$ cat config.mk
export PLATFORM = sky130hd
export DESIGN_NAME = adc_frame_reader
export DESIGN_NICKNAME = d
export VERILOG_FILES = /design/src/rtl/adc_rd_pkg.sv /design/src/rtl/adc_rd_clkdiv.sv /design/src/rtl/adc_rd_shift.sv /design/src/rtl/adc_frame_reader.sv
export SDC_FILE = /design/constraint.sdc
export NUM_CORES = 1
export LEC_CHECK = 0
export BUFFER_PORTS_ARGS = -buffer_cell sky130_fd_sc_hd__buf_2
export CAP_MARGIN = 30
export CELL_PAD_IN_SITES_DETAIL_PLACEMENT = 0
export CELL_PAD_IN_SITES_GLOBAL_PLACEMENT = 1
export CORE_UTILIZATION = 35
export DETAILED_ROUTE_END_ITERATION = 8
export PLACE_DENSITY_LB_ADDON = 0.05
export SETUP_SLACK_MARGIN = 0.5
export SLEW_MARGIN = 5
export SYNTH_ARGS = -nofsm -noshare
export SYNTH_HDL_FRONTEND = slang
export SYNTH_HIERARCHICAL = 1
export SYNTH_SLANG_ARGS = --single-unit
$ cat constraint.sdc
create_clock -name clk -period 3.8 [get_ports clk]
set_input_delay 0.57 -clock clk [delete_from_list [all_inputs] [get_ports clk]]
set_output_delay 0.57 -clock clk [all_outputs]
set_load 0.02 [all_outputs]
$ cat src/rtl/adc_rd_pkg.sv
package adc_rd_pkg;

  typedef enum logic [1:0] {
    ST_IDLE = 2'd0,
    ST_LO   = 2'd1,
    ST_HI   = 2'd2,
    ST_GAP  = 2'd3
  } rd_state_e;

  // Bound a requested half-period into the legal window.
  function automatic int clamp_half(input int req, input int lo, input int hi);
    if (req < lo) return lo;
    if (req > hi) return hi;
    return req;
  endfunction

  // Ceiling division used to turn nanosecond limits into cycle counts.
  function automatic int ns_to_cyc_ceil(input int ns, input int clk_ns);
    return (ns + clk_ns - 1) / clk_ns;
  endfunction

endpackage

$ cat src/rtl/adc_rd_clkdiv.sv
module adc_rd_clkdiv #(
  parameter int DIV_W = 8
) (
  input  logic             clk,
  input  logic             rst_n,
  input  logic             run,
  input  logic [DIV_W-1:0] half,
  output logic             tick
);
  logic [DIV_W-1:0] cnt_q;

  assign tick = run && (cnt_q == half - 1'b1);

  always_ff @(posedge clk or negedge rst_n) begin
    if (!rst_n)            cnt_q <= '0;
    else if (!run || tick) cnt_q <= '0;
    else                   cnt_q <= cnt_q + 1'b1;
  end
endmodule

$ cat src/rtl/adc_rd_shift.sv
module adc_rd_shift #(
  parameter int FRAME_LEN = 18,
  parameter int LEAD_W    = 2,
  parameter int DATA_W    = 14
) (
  input  logic              clk,
  input  logic              rst_n,
  input  logic              clr,
  input  logic              cap,
  input  logic              din,
  output logic [DATA_W-1:0] word,
  output logic              bad
);
  localparam int TRAIL_W = FRAME_LEN - LEAD_W - DATA_W;

  logic [FRAME_LEN-1:0] sh_q;

  always_ff @(posedge clk or negedge rst_n) begin
    if (!rst_n)   sh_q <= '0;
    else if (clr) sh_q <= '0;
    else if (cap) sh_q <= {sh_q[FRAME_LEN-2:0], din};
  end

  assign word = sh_q[FRAME_LEN-LEAD_W-1 -: DATA_W];
  assign bad  = (|sh_q[FRAME_LEN-1 -: LEAD_W]) | (|sh_q[TRAIL_W-1:0]);
endmodule

$ cat src/rtl/adc_frame_reader.sv
module adc_frame_reader
  import adc_rd_pkg::*;
#(
  parameter int DATA_W             = 14,
  parameter int LEAD_W             = 2,
  parameter int FRAME_LEN          = 18,
  parameter int DIV_W              = 8,
  parameter int CLK_NS             = 5,
  parameter int SCLK_MIN_PHASE_NS  = 89,
  parameter int SCLK_MAX_PERIOD_NS = 1111,
  parameter int CS_GAP_NS          = 20
) (
  input  logic              clk,
  input  logic              rst_n,
  input  logic              start,
  input  logic [DIV_W-1:0]  div_sel,
  output logic              busy,
  output logic [DATA_W-1:0] result,
  output logic              valid,
  output logic              frame_err,
  output logic              adc_cs_n,
  output logic              adc_sclk,
  input  logic              adc_sdata
);
  localparam int MIN_HALF = ns_to_cyc_ceil(SCLK_MIN_PHASE_NS, CLK_NS);
  localparam int MAX_HALF = (SCLK_MAX_PERIOD_NS / 2) / CLK_NS;
  localparam int GAP_CYC  = (ns_to_cyc_ceil(CS_GAP_NS, CLK_NS) < 1) ? 1
                           : ns_to_cyc_ceil(CS_GAP_NS, CLK_NS);
  localparam int CNT_W    = $clog2(FRAME_LEN + 1);
  localparam int GAP_W    = $clog2(GAP_CYC + 1);

  rd_state_e         state_q;
  logic [DIV_W-1:0]  half_q;
  logic [DIV_W-1:0]  half_sel;
  logic [CNT_W-1:0]  edge_cnt_q;
  logic [GAP_W-1:0]  gap_cnt_q;
  logic              cs_n_q, sclk_q, valid_q, err_q;
  logic [DATA_W-1:0] result_q;
  logic              tick;
  logic [DATA_W-1:0] sh_word;
  logic              sh_bad;

  // Named internal events
  logic start_ok, rise_ev, fall_ev, last_fall, gap_done, run;

  assign half_sel  = DIV_W'(clamp_half(int'(div_sel), MIN_HALF, MAX_HALF));
  assign run       = (state_q == ST_LO) || (state_q == ST_HI);
  assign start_ok  = start && (state_q == ST_IDLE);
  assign rise_ev   = tick && (state_q == ST_LO);
  assign fall_ev   = tick && (state_q == ST_HI);
  assign last_fall = fall_ev && (edge_cnt_q == CNT_W'(FRAME_LEN));
  assign gap_done  = (state_q == ST_GAP) && (gap_cnt_q == GAP_W'(GAP_CYC - 1));

  adc_rd_clkdiv #(.DIV_W(DIV_W)) u_div (
    .clk  (clk),
    .rst_n(rst_n),
    .run  (run),
    .half (half_q),
    .tick (tick)
  );

  adc_rd_shift #(.FRAME_LEN(FRAME_LEN), .LEAD_W(LEAD_W), .DATA_W(DATA_W)) u_shift (
    .clk  (clk),
    .rst_n(rst_n),
    .clr  (start_ok),
    .cap  (rise_ev),
    .din  (adc_sdata),
    .word (sh_word),
    .bad  (sh_bad)
  );

  always_ff @(posedge clk or negedge rst_n) begin
    if (!rst_n) begin
      state_q    <= ST_IDLE;
      half_q     <= DIV_W'(MIN_HALF);
      edge_cnt_q <= '0;
      gap_cnt_q  <= '0;
      cs_n_q     <= 1'b1;
      sclk_q     <= 1'b0;
    end else begin
      unique case (state_q)
        ST_IDLE: if (start_ok) begin
          state_q    <= ST_LO;
          half_q     <= half_sel;
          edge_cnt_q <= '0;
          cs_n_q     <= 1'b0;
        end
        ST_LO: if (rise_ev) begin
          state_q    <= ST_HI;
          sclk_q     <= 1'b1;
          edge_cnt_q <= edge_cnt_q + 1'b1;
        end
        ST_HI: if (fall_ev) begin
          sclk_q <= 1'b0;
          if (last_fall) begin
            state_q   <= ST_GAP;
            cs_n_q    <= 1'b1;
            gap_cnt_q <= '0;
          end else begin
            state_q <= ST_LO;
          end
        end
        ST_GAP: begin
          if (gap_done) state_q <= ST_IDLE;
          else          gap_cnt_q <= gap_cnt_q + 1'b1;
        end
        default: state_q <= ST_IDLE;
      endcase
    end
  end

  always_ff @(posedge clk or negedge rst_n) begin
    if (!rst_n) begin
      valid_q  <= 1'b0;
      result_q <= '0;
      err_q    <= 1'b0;
    end else begin
      valid_q <= last_fall;
      if (last_fall) begin
        result_q <= sh_word;
        err_q    <= sh_bad;
      end
    end
  end

  assign busy      = (state_q != ST_IDLE);
  assign result    = result_q;
  assign valid     = valid_q;
  assign frame_err = err_q;
  assign adc_cs_n  = cs_n_q;
  assign adc_sclk  = sclk_q;
endmodule

# After elaboration in Yosys (flattened, before gate mapping)
# Cells that the tools add are included.
op_classes:
  add_sub_neg: 4
  mux: 30
  n_eq_ne: 12
  n_bitwise: 1
  n_lt_le_gt_ge: 2
  n_reduce_logical: 24
ops:
  columns: ["operator", "n"]
  rows:
  - ["$mux 18", 2]
  - ["$mux 8", 3]
  - ["$mux 5", 3]
  - ["$ne 2x2->1 const B", 6]
  - ["$reduce_and 4->1", 3]
  - ["$reduce_bool 2->1", 6]
  - ["$mux 2", 5]
  - ["$pmux 5 s2", 1]
  - ["$mux 3", 3]
  - ["$add 8x1->8 const B", 1]
  - ["$eq 8x8->1", 1]
  - ["$gt 8x7->1 const B", 1]
  - ["$lt 8x5->1 const B", 1]
  - ["$mux 1", 8]
  - ["$pmux 2 s4", 1]
  - ["$sub 8x1->8 const B", 1]
  - ["$mux 7", 1]
  - ["$logic_and 1x1->1", 6]
  - ["$pmux 3 s2", 1]
  - ["$reduce_and 3->1", 2]
  - ["$add 5x1->5 const B", 1]
  - ["$eq 5x5->1 const B", 1]
  - ["$eq 2x2->1 const B", 2]
  - ["$pmux 1 s2", 2]
  - ["9 further kinds", 11]
totals:
  ff_bits: 62
  in_bits: 12
  word_cells: 84

# Longest topological paths before layout
# Gate-level depths: netlist of run 1.
depth:
  ltp_word: 8
  depth_mapped: 14
  ltp_nobuf: 11

# Cells and area by module
# The synthesis of run 1 kept the hierarchy.
by_module_without_submodules:
  columns: ["module", "cells_per_inst", "area_each_um2", "n_inst", "seq_area_each_um2"]
  rows:
  - ["adc_frame_reader", 139, 1709.1, 1, 904.6]
  - ["adc_rd_shift", 73, 852.1, 1, 450.4]
  - ["adc_rd_clkdiv", 77, 701.9, 1, 200.2]

# Least setup slack after synthesis of run 1
# No wires, ideal clock.
synth_path:
  path_type: "register to register"
  startpoint: "register half_q[1]"
  endpoint: "register result_q[10], in the netlist result[10]"
  setup_slack_ns: 0.881
  required_time_ns: 3.673
  setup_ns: 0.127
  arrival_time_ns: 2.792
  stages_incl_launch_ff: 14
  period_less_slack_ns: 2.919
  path_cell_list: "dfstp_2 inv_1 ha_1 clkbuf_2 nand2b_1 nand3_1 o21ai_1 a2111oi_4 and3_1 buf_2 nand2_2 nor2_8 buf_6 mux2_1"
synth_between:
  elab_chain_cells: 5
synth_rtl:
  columns: ["item", "line", "source"]
  rows:
  - ["from (decl)", "adc_frame_reader.sv:33", "logic [DIV_W-1:0] half_q;"]
  - ["from (signal assigned)", "adc_frame_reader.sv:75", "half_q <= DIV_W'(MIN_HALF);"]
  - ["from (signal assigned)", "adc_frame_reader.sv:84", "half_q <= half_sel;"]
  - ["$sub 8x1->8", "adc_rd_clkdiv.sv:12", "assign tick = run && (cnt_q == half - 1'b1);"]
  - ["$eq 8x8->1", "adc_rd_clkdiv.sv:12", null]
  - ["$logic_and 1x1->1", "adc_rd_clkdiv.sv:12", null]
  - ["via tick", "adc_frame_reader.sv:39", "logic tick;"]
  - ["$logic_and 1x1->1", "adc_frame_reader.sv:50", "assign fall_ev = tick && (state_q == ST_HI);"]
  - ["$logic_and 1x1->1", "adc_frame_reader.sv:51", "assign last_fall = fall_ev && (edge_cnt_q == CNT_W'(FRAME_LEN));"]
  - ["via last_fall", "adc_frame_reader.sv:44", "logic start_ok, rise_ev, fall_ev, last_fall, gap_done, run;"]
  - ["to (signal assigned)", "adc_frame_reader.sv:120", "result_q <= sh_word;"]
  - ["to (decl)", "adc_frame_reader.sv:38", "logic [DATA_W-1:0] result_q;"]
# The timed path passes the listed nets, and every way through them passes these cells.
# A chain may end at the register's enable or synchronous reset.

# Worst setup path in the final report of run 1
layout_path:
  startpoint: "register half_q[1]"
  endpoint: "register result_q[0], in the netlist result[0]"
layout_between:
  elab_chain_cells: 5
layout_rtl:
  columns: ["item", "line"]
  rows:
  - ["$sub 8x1->8", "adc_rd_clkdiv.sv:12"]
  - ["$eq 8x8->1", "adc_rd_clkdiv.sv:12"]
  - ["$logic_and 1x1->1", "adc_rd_clkdiv.sv:12"]
  - ["via tick", "adc_frame_reader.sv:39"]
  - ["$logic_and 1x1->1", "adc_frame_reader.sv:50"]
  - ["$logic_and 1x1->1", "adc_frame_reader.sv:51"]
# The timed path passes the listed nets, and every way through them passes these cells.

==> summary.txt, run 1 <==
Outcome
  • Status: finished, final reports clean

Synth
  • Synth Net Count: about 310
  • Post-synthesis adder-cell area fraction: 4.22%
  • Prevailing post-synth register cell: dfrtp_1
  • Top-count cell post-synth: dfrtp_1
  • Post-synthesis mux area share: between 10 and 15%
  • Combinational family with the most area after synthesis: simple AND/OR/NAND/NOR gates
  • Synth cell types: 56
  • Register bit total from synthesis: 62
  • Post-synthesis sequential area ratio: approximately 48%
  • Synthesized cell area: 3260 sq um
  • Syn Area/Cell: ~11 sq um
  • Top post-synthesis cells by count: dfrtp_1, nor2_1, mux2i_1
  • YS warnings: 6
  • Share of async-settable or async-resettable flops after synthesis: 100%
  • Simple-gate area share of the yosys netlist: ~15%
  • Post-Synth XOR/XNOR Area: around 5.6%
  • Post-synth top area share: a little under half
  • Number of flops mapped to enable cells by yosys: 0
  • Synth Area in Compound Gates: about a tenth
  • Dominant cells by area after synthesis: dfrtp_1, mux2i_1, ha_1
  • Synth area leader: dfrtp_1
  • Post-Synthesis Cells: between 200 and 300

Worst setup path
  • Largest stage delay on the critical path: 0.57 ns
  • Critical Path RT: 4.03 ns
  • Worst Path Max Fanout: 18
  • R2R cell count: 10
  • Crit path arrival time: 3.23 ns
  • Reg2Reg Setup Slack: approximately 0.80 ns
  • Reg-to-Reg End: result[0]$_DFFE_PN0P_
  • Critical path endpoint category: flop
  • RR Startpoint: half_q[1]$_DFFE_PN1P_
  • Critical path class: flop to flop
  • CP startpoint kind: flop
  • Critical path, cell by cell: inv_1 -> ha_1 -> o21bai_1 -> a211oi_1 -> a211oi_2 -> o22ai_4 -> and3_2 -> nand2_2 -> nor2_8 -> mux2_2
  • Slowest-stage cell, CP: dfstp_2

Global routing
  • GR Util All Layers: 14.0%
  • Number of global-route vias before repair: 2146
  • Total gr overflow: 0
  • Initial antenna violation count: 0
  • Global-route wire length before repair: roughly 11000 um
  • Largest net degree at the start of global routing: 37

STA
  • Measured slew at the worst slew-check pin: between 0.8 and 0.9 ns
  • Final cycle utilization of the critical path: approximately four fifths
  • Relative slew margins: between 40% and 50%
  • Final TNS setup: 0 ns
  • Setup WS post-layout: approximately 0.80 ns
  • Setup violations, final: 0
  • Final hold viol count: 0
  • Tmin final: approximately 3 ns
  • RSZ-0062 raised after global routing: no
  • Skew final: between 0.008 and 0.009 ns
  • Max frequency: about 0.33 GHz
  • Max Slew Vio Count: 0

Clock tree
  • Root Driver: clkbuf_8
  • Sink Count: 62
  • Clock Latency Late Sink: between 0.3 and 0.4 ns
  • CTS Buf Count: 9
  • Clock tree buffer depth: 2
  • Worst-path clk slew: roughly 0.080 ns
  • Post-CTS setup buffers: 0
  • Number of H-tree levels: 3
  • CTS tree: yes

Floorplan
  • Row Count: 34
  • Die extent in y: 98.6 um
  • Core area: between 8000 and 9000 sq um
  • IO Pins: 31
  • Die span in x: about 100 um
  • DIE AREA: 9710 sq um
  • Initial Util: between 30% and 40%

Route
  • DR WL/cell: roughly 14 um
  • Detailed router's first-iteration violation count: between 90 and 100
  • Routed wire length: between 5000 and 6000 um
  • 1st-pass router iterations: 4
  • Detail Route Antenna Nets: 0
  • Via density: about 5
  • Routed vias: 2105
  • DRC: 0

Placed design
  • Routability congestion estimate: about 0.72
  • I/O Buffers: 30
  • Cell count after placement: just over 400
  • Placed inst area: about 3400 sq um
  • DP Wirelength: roughly 4100 um
  • Post-Place Setup Slack: between 0.6 and 0.7 ns

Finish
  • Util after Layout: 40.8%
  • Fin area: 3630 sq um
  • Layout cells sized above 1: 24.7%
  • Post-Layout Cell Count: roughly 420
  • NumNets Final: 334
  • Layout area overhead: 11.3%
  • Antenna diodes: 0

Power
  • Cell Int Power: 1060 uW
  • Leak: ~0.0017 uW
  • Logic pwr share: ~1.6%
  • Clock network power share: between 40% and 50%
  • Sequential power share: between 40% and 50%
  • PD cells: roughly 370 nW/um^2
  • Net switching power: about 300 uW
  • Maximum vdd ir drop: about 0.18 mV
  • Switching Fraction: between 20 and 25%

Hold path
  • Min-delay worst type: input pin to async pin

Flow run
  • Max-Cap Viols: 0
## cell usage in the layout, fill, tap and decap left out, drive strengths merged, types with 3 or more instances in the layout
cell type	instances
mux2i	18
o21ai	11
xnor2	10
nand2b	6
nand3b	3
nor2	27
clkbuf	10
nand3	11
inv	14
mux2	16
a21oi	10
dfrtp	59
and3	4
ha	11
nand2	19
a31oi	3
and2	4
buf	33
xor2	9
o221a	3
dfstp	3
## repair_timing
action | 4_1_cts | 5_1_grt
gates resized for setup | 0 | 1
setup endpoints to repair | 0 | 33
hold buffers | 0 | 0
## critical path: cells and delay by family, from the launching register on
kind	cells	cell delay, ns
buf+inv	1	0.05
mux	1	0.37
flops	1	0.57
simple gates	3	0.81
compound gates	4	0.82
fa+ha+maj	1	0.27
## logic make-up after synthesis
| group | Yosys count |
|---|---|
| AO/OA/AOI/OAI | 41 |
| XOR/XNOR | 19 |
| adder cells (fa/ha/maj) | 11 |
| buffers and inverters | 35 |
| flip-flops | 62 |
| multiplexers | 34 |
| AND/OR/NAND/NOR | 87 |
## worst max path at each step
| stage | startpoint | end | slack (ns) | depth (start not counted) |
|---|---|---|---|---|
| 3_3_place_gp | half_q[1]$_DFFE_PN1P_ | frame_err$_DFFE_PN0P_ | 0.71 | 10 |
| 2_1_floorplan | half_q[1]$_DFFE_PN1P_ | result[10]$_DFFE_PN0P_ | 0.88 | 13 |
| 3_5_place_dp | half_q[1]$_DFFE_PN1P_ | result[4]$_DFFE_PN0P_ | 0.65 | 10 |
| 4_1_cts | half_q[1]$_DFFE_PN1P_ | result[7]$_DFFE_PN0P_ | 0.64 | 10 |
| 5_1_grt | half_q[1]$_DFFE_PN1P_ | u_shift/sh_q[17]$_DFFE_PN0P_ | 0.52 | 11 |
| 6_report | half_q[1]$_DFFE_PN1P_ | result[0]$_DFFE_PN0P_ | 0.80 | 10 |
## power by group through the flow
stage | registers [uW] | logic, uW | clock network [uW]
after detailed placement | 672 | 23.7 | 0
after global placement | 672 | 23.9 | 0
after floorplan | 672 | 1.14 | 0
after global routing | 659 | 26.4 | 724
final | 660 | 21.8 | 669
after CTS | 659 | 23.6 | 692
## flip-flops by register name, indices dropped and copies added (netlist names)
signal        cells
u_div/cnt_q       8
gap_cnt_q         3
u_shift/sh_q     18
half_q            8
state_q           2
valid             1
frame_err         1
adc_sclk          1
result           14
edge_cnt_q        5
adc_cs_n          1
## metal layers
metal	share of wire [%]	global-route usage, %
met4	0.87	4.71
met5	0	0
met1	50	18.8
met2	46	21.3
met3	3.7	4.47
## metrics by stage
step	power, uW	hold WS (ns)
after CTS	1370	0.349
after floorplan	674	0.274
after detailed placement	696	0.474
after global routing	1410	0.376
after global placement	696	0.463
final	1350	0.323
## area by class of cell
cell class	count	area [sq um]
tap	108	135
multi-input combinational	192	1490
sequential	62	1560
fill	875	5260
inverter	13	48.8
clock inverter	6	92.6
clock buffer	10	138
timing repair buffer	33	173
Power figures use the tool's default switching activity.
==> run 2: changes to the inputs <==
==> constraint.sdc (replaced) <==
create_clock -name clk -period 3 [get_ports clk]
set_input_delay 0.45 -clock clk [delete_from_list [all_inputs] [get_ports clk]]
set_output_delay 0.45 -clock clk [all_outputs]
set_load 0.02 [all_outputs]
==> summary.txt, run 2 (synthesis gave the netlist of run 1 again) <==
STA
  • Final hold viol count: 0
  • Relative slew margins: between 60 and 70%
  • Max Slew Vio Count: 0
  • Final TNS setup: 0 ns
  • Hold Slack: between 0.05 and 0.06 ns
  • Tmin final: around 2.5 ns
  • Setup WS post-layout: between 0.5 and 0.6 ns
  • Skew final: 0.00970 ns
  • Setup violations, final: 0
  • RSZ-0062 raised after global routing: yes
  • Final cycle utilization of the critical path: 81.9%
  • Measured slew at the worst slew-check pin: around 0.46 ns
  • Max frequency: between 0.4 and 0.5 GHz

Route
  • Routed wire length: ~6500 um
  • Detailed router's first-iteration violation count: between 40 and 50
  • Routed vias: 2135
  • Via density: about 5
  • Detail Route Antenna Nets: 0
  • DR WL/cell: between 10 and 15 um
  • 1st-pass router iterations: 4
  • DRC: 0

Flow run
  • Max-Cap Viols: 0

Clock tree
  • Number of H-tree levels: 3
  • Clock Latency Late Sink: 0.34 ns
  • Root Driver: clkbuf_8
  • CTS tree: yes
  • Clock tree buffer depth: 2
  • CTS Buf Count: 9
  • Worst-path clk slew: about 0.07 ns
  • Cts hold-fix bufs: 0
  • Sink Count: 62

Floorplan
  • IO Pins: 31
  • Die span in x: approximately 99 um
  • Core area: ~8900 sq um
  • DIE AREA: roughly 9700 sq um
  • Die extent in y: 98.6 um
  • Initial Util: about 37%
  • Row Count: 34

Global routing
  • GR Util All Layers: between 10% and 20%
  • Initial antenna violation count: 0
  • Largest net degree at the start of global routing: 24
  • Number of global-route vias before repair: around 2100
  • Total gr overflow: 0
  • Global-route wire length before repair: ~11000 um

Finish
  • Most frequent cells in the layout: dfrtp_1, buf_2, nor2_1
  • Antenna diodes: 0
  • Largest register FFs: 18
  • Reg with most FFs: u_shift/sh_q
  • Layout area overhead: 21.2%
  • Most common cell after layout, fill and taps aside: dfrtp_1
  • Layout cells sized above 1: approximately a third
  • NumNets Final: between 300 and 400
  • Post-Layout Cell Count: approximately 440
  • Filler cell count: 871

Power
  • PD cells: about 430 nW/um^2
  • Leak: 0.00179 uW
  • Maximum vdd ir drop: ~0.22 mV

Placed design
  • Cell count after placement: 412
  • Post-Place Setup Slack: roughly 0.22 ns
  • DP Wirelength: between 4000 and 5000 um
  • I/O Buffers: 30
  • Routability congestion estimate: 0.748

Worst setup path
  • Worst Path Max Fanout: 9
  • Critical path endpoint category: flop
  • CP startpoint kind: flop
  • Crit path arrival time: between 2 and 3 ns
  • Critical path class: flop to flop
  • Critical Path RT: roughly 3.2 ns
  • Reg2Reg Setup Slack: 0.54 ns

Outcome
  • Status: finished, final reports clean

Hold path
  • Min-delay worst type: input pin to async pin
[run 2: changes by cell type in the layout (fill, tap and decap cells not counted), moves of 2 or more]
cell       previous run  this run
mux2_4                0        14
buf_4                 3        12
mux2_1                8         0
mux2_2                8         2
buf_12                0         3
clkbuf_16             0         2
dfrtp_1              59        57
dfrtp_2               0         2
[run 2: repair_timing]
item | CTS | global route
setup endpoints to repair | 41 | 42
setup buffers | 6 | 2
gates cloned | 0 | 2
gates resized for setup | 11 | 11
pin swaps | 5 | 5
[run 2: final timing paths]
kind                                        startpoint                     end  depth (start not counted)
worst max-delay path             half_q[1]$_DFFE_PN1P_  result[12]$_DFFE_PN0P_                         11
worst min-delay path                             rst_n         valid$_DFF_PN0_                          1
worst max register to register   half_q[1]$_DFFE_PN1P_  result[12]$_DFFE_PN0P_                         11
worst min register to register  result[10]$_DFFE_PN0P_  result[10]$_DFFE_PN0P_                          1
max in group asynchronous                        rst_n   half_q[4]$_DFFE_PN1P_                          2
min in group clk                            div_sel[4]   half_q[4]$_DFFE_PN1P_                          3
[run 2: layout make-up]
| cell class | count | area (sq um) | share of cell area, % |
|---|---|---|---|
| inverters | 13 | 48.8 | 1.23 |
| repair buffers | 47 | 350 | 8.86 |
| clock inverters | 6 | 92.6 | 2.34 |
| multi-input cells | 192 | 1630 | 41.3 |
| clock buffers | 10 | 138 | 3.48 |
| flip-flops and latches | 62 | 1560 | 39.4 |
| well taps | 108 | 135 | 3.42 |
[run 2: through the flow]
stage	instance area (sq um)	total power (uW)	util (%)
after detailed placement	3510	883	39.4
after global placement	3510	884	39.4
after CTS	3850	1750	43.3
final	3950	1710	44.5
after floorplan	3350	853	-
after global routing	3950	1800	44.5
[run 2: power by group]
part | total, uW | internal (uW) | switching, uW
sequential | 835 | 835 | 0
clock | 842 | 496 | 346
combinational | 29.3 | 7.71 | 21.6
total | 1710 | 1340 | 368
[run 2: metal layers]
metal	part of all wire (%)	wire length (um)	GRT usage, %	vias up
met2	48	3150	22.5	26
met4	1.1	73	4.82	0
met3	2.8	180	4.89	7
met5	0	0	0	-
li1	-	-	-	1062
met1	48	3120	18.5	1040
[run 2: worst max-delay path, cell delays in order (launching register included)]
cell	delay, ns
dfstp_2	0.54
inv_2	0.04
ha_4	0.18
nand2b_4	0.14
nand3_2	0.07
o21ai_2	0.07
a2111oi_4	0.34
and3_4	0.28
nand2_4	0.08
nor2_8	0.15
buf_12	0.15
mux2_4	0.30
==> run 3: changes to the inputs <==
--- a/config.mk
+++ b/config.mk
@@ -5,6 +5,7 @@
 export SDC_FILE = /design/constraint.sdc
 export NUM_CORES = 1
 export LEC_CHECK = 0
+export ABC_AREA = 1
 export BUFFER_PORTS_ARGS = -buffer_cell sky130_fd_sc_hd__buf_2
 export CAP_MARGIN = 30
 export CELL_PAD_IN_SITES_DETAIL_PLACEMENT = 0
==> constraint.sdc (replaced) <==
create_clock -name clk -period 2.41 [get_ports clk]
set_input_delay 0.3615 -clock clk [delete_from_list [all_inputs] [get_ports clk]]
set_output_delay 0.3615 -clock clk [all_outputs]
set_load 0.02 [all_outputs]
==> summary.txt, run 3 <==
Route
  • Routed vias: approximately 2600
  • DR WL/cell: approximately 13 um
  • Routed wire length: 7320 um
  • Detailed router's first-iteration violation count: 75
  • Via density: about 4.6
  • DRC: 0
  • 1st-pass router iterations: 6
  • Detail Route Antenna Nets: 0

Power
  • Switching Fraction: a little over a quarter
  • Leak: around 0.0021 uW
  • Clock network power share: 44.3%
  • Maximum vdd ir drop: between 0.2 and 0.25 mV
  • Final Power: 1950 uW
  • Cell Int Power: ~1400 uW
  • PD cells: slightly below 500 nW/um^2
  • Net switching power: 508 uW
  • Sequential power share: a little over half
  • Logic pwr share: between 2 and 2.5%

Outcome
  • Status: finished, final reports clean

Global routing
  • GR peak layer: met2
  • Largest net degree at the start of global routing: 63
  • GR Util met3: around 3.2%
  • GR Util All Layers: roughly 17%
  • Global-route wire length before repair: 12500 um
  • Total gr overflow: 0
  • Met1 GRT Util: a little under a quarter
  • Number of global-route vias before repair: 2552
  • Initial antenna violation count: 0
  • Met2 usage: between 20% and 30%

STA
  • Max Slew Vio Count: 0
  • Max frequency: 0.440 GHz
  • RSZ-0062 raised after global routing: yes
  • Setup violations, final: 0
  • Final TNS setup: 0 ns
  • Tmin final: 2.27 ns
  • Measured slew at the worst slew-check pin: around 0.38 ns
  • Final hold viol count: 0
  • Relative slew margins: 74.8%
  • Skew final: 0.0138 ns
  • Final cycle utilization of the critical path: ~94%

Floorplan
  • Core area: 8850 sq um
  • Die span in x: about 100 um
  • Die extent in y: 98.3 um
  • Row Count: 34
  • IO Pins: 31
  • DIE AREA: just under 10000 sq um
  • Initial Util: 36.7%

Synth
  • Top-count cell post-synth: nand2_1
  • Synth area leader: dfrtp_1
  • Share of async-settable or async-resettable flops after synthesis: 100%
  • Top post-synthesis cells by count: nand2_1, dfrtp_1, nand3_1
  • Post-synth top area share: a little under half
  • Synth cell types: 25
  • Prevailing post-synth register cell: dfrtp_1
  • Syn Area/Cell: between 7 and 8 sq um
  • Number of flops mapped to enable cells by yosys: 0
  • YS warnings: 6
  • Post-synthesis sequential area ratio: a little under half
  • Synthesized cell area: ~3200 sq um
  • Register bit total from synthesis: 62
  • Synth Net Count: 440
  • Dominant cells by area after synthesis: dfrtp_1, nand2_1, nand3_1
  • Post-Synthesis Cells: between 400 and 500

Finish
  • Largest register FFs: 18
  • Util after Layout: 44.3%
  • NumNets Final: 473
  • Most common cell after layout, fill and taps aside: nand2_1
  • Layout area overhead: 20.8%
  • Antenna diodes: 0
  • Most frequent cells in the layout: nand2_1, dfrtp_1, nand3_1
  • Filler cell count: between 900 and 1000
  • Reg with most FFs: u_shift/sh_q
  • Layout cells sized above 1: approximately a quarter

Clock tree
  • Cts hold-fix bufs: 0
  • CTS Buf Count: 9
  • CTS tree: yes
  • Sink Count: 62
  • Root Driver: clkbuf_8
  • Clock Latency Late Sink: 0.35 ns
  • Number of H-tree levels: 3
  • Worst-path clk slew: 0.08 ns
  • Clock tree buffer depth: 2

Placed design
  • I/O Buffers: 30
  • DP Wirelength: 4770 um
  • Routability congestion estimate: between 0.7 and 0.8

Worst setup path
  • Critical Path RT: ~2.7 ns
  • Most frequent CP cell: nand2_2
  • Crit path arrival time: between 2 and 3 ns
  • Worst Path Max Fanout: 8
  • CP startpoint kind: flop
  • Critical path, cell by cell: inv_2 -> ha_4 -> nand2_2 -> inv_1 -> nor2_1 -> nand2_1 -> nor2_1 -> nand3_1 -> nor2_2 -> nand2_2 -> nor2_4 -> nand2_2 -> nor2_4 -> nand2_4 -> clkbuf_16 -> nand2_2 -> nand2_1
  • Buf/Inv on CP: 3
  • Critical path class: flop to flop
  • Largest stage delay on the critical path: around 0.54 ns
  • Critical path endpoint category: flop
  • Cell family with most CP delay: simple AND/OR/NAND/NOR gates
  • Reg2Reg Setup Slack: 0.14 ns
  • Slowest-stage cell, CP: dfstp_2

Flow run
  • Max-Cap Viols: 0

Hold path
  • Min-delay worst type: input pin to async pin
==> run 3: cell count changes after synthesis, sizes merged, moves of 4 or more <==
cell | previous run | this run
a21oi | 10 | 2
and2 | 4 | 0
and3 | 4 | 0
inv | 12 | 38
mux2 | 16 | 0
mux2i | 18 | 0
nand2 | 19 | 171
nand2b | 6 | 0
nand3 | 11 | 40
nor2 | 27 | 41
xnor2 | 10 | 4
==> run 3: repair_timing <==
action | CTS | global route
cloned | 2 | 2
pin swaps | 10 | 9
setup buffers | 4 | 1
endpoints found under the setup margin | 46 | 57
resized for setup | 19 | 37
==> run 3: layout make-up <==
class                      instances  area, sq um  area share (%)
clock inverter                     7         56.3            1.44
sequential                        62         1560            39.7
timing repair buffer              42          317            8.07
clock buffer                       9          124            3.16
tap                              108          135            3.45
inverter                          39          165            4.21
multi-input combinational        296         1570            40.0
==> run 3: worst register-to-register path: stages, from the launching register on <==
cell,delay (ns)
dfstp_2,0.54
inv_2,0.04
ha_4,0.23
nand2_2,0.04
inv_1,0.03
nor2_1,0.09
nand2_1,0.06
nor2_1,0.08
nand3_1,0.10
nor2_2,0.13
nand2_2,0.08
nor2_4,0.11
nand2_2,0.08
nor2_4,0.11
nand2_4,0.12
clkbuf_16,0.22
nand2_2,0.06
nand2_1,0.05
==> run 3: final timing paths <==
kind / cells after the start / startpoint / end
worst max-delay path: 17 / half_q[1]$_DFFE_PN1P_ / result[4]$_DFFE_PN0P_
worst min-delay path: 2 / rst_n / u_div/cnt_q[2]$_DFF_PN0_
worst max register to register: 17 / half_q[1]$_DFFE_PN1P_ / result[4]$_DFFE_PN0P_
worst min register to register: 2 / gap_cnt_q[1]$_DFFE_PN0P_ / gap_cnt_q[1]$_DFFE_PN0P_
max in group asynchronous: 2 / rst_n / half_q[4]$_DFFE_PN1P_
min in group clk: 3 / adc_sdata / u_shift/sh_q[0]$_DFFE_PN0P_
==> run 3: through the flow <==
stage / area, sq um / setup WS, ns / hold WS, ns / instances
final: 3920 / 0.135 / 0.00498 / 563
after global routing: 3920 / 0.00502 / 0.0431 / 563
after CTS: 3740 / 0.186 / 0.0170 / 560
after detailed placement: 3450 / 0.00507 / 0.403 / 538
after global placement: 3450 / 0.0464 / 0.408 / 538
after floorplan: 3280 / 0.214 / 0.0659 / 417
==> run 3: logic make-up after synthesis <==
| family | count (synthesis) | synth area share (%) |
|---|---|---|
| XOR/XNOR | 11 | 2.97 |
| AO/OA/AOI/OAI | 14 | 2.27 |
| flip-flops | 62 | 47.9 |
| buffers and inverters | 61 | 9.94 |
| adder cells (fa/ha/maj) | 11 | 4.24 |
| AND/OR/NAND/NOR | 258 | 32.7 |
==> run 3: power by group through the flow <==
stage,Clock (uW),Sequential (uW),Combinational [uW]
global placement,0,1060,49.4
floorplan,0,1060,9.94
global route,939,1040,55.9
CTS,903,1040,49.3
finish,863,1040,46.6
detailed placement,0,1060,49.2
==> run 3: routing by layer <==
layer / vias up / routed length [um]
met1: 1210 / 3760
met2: 16 / 3290
met5: - / 0
li1: 1347 / -
met4: 0 / 124
met3: 10 / 150
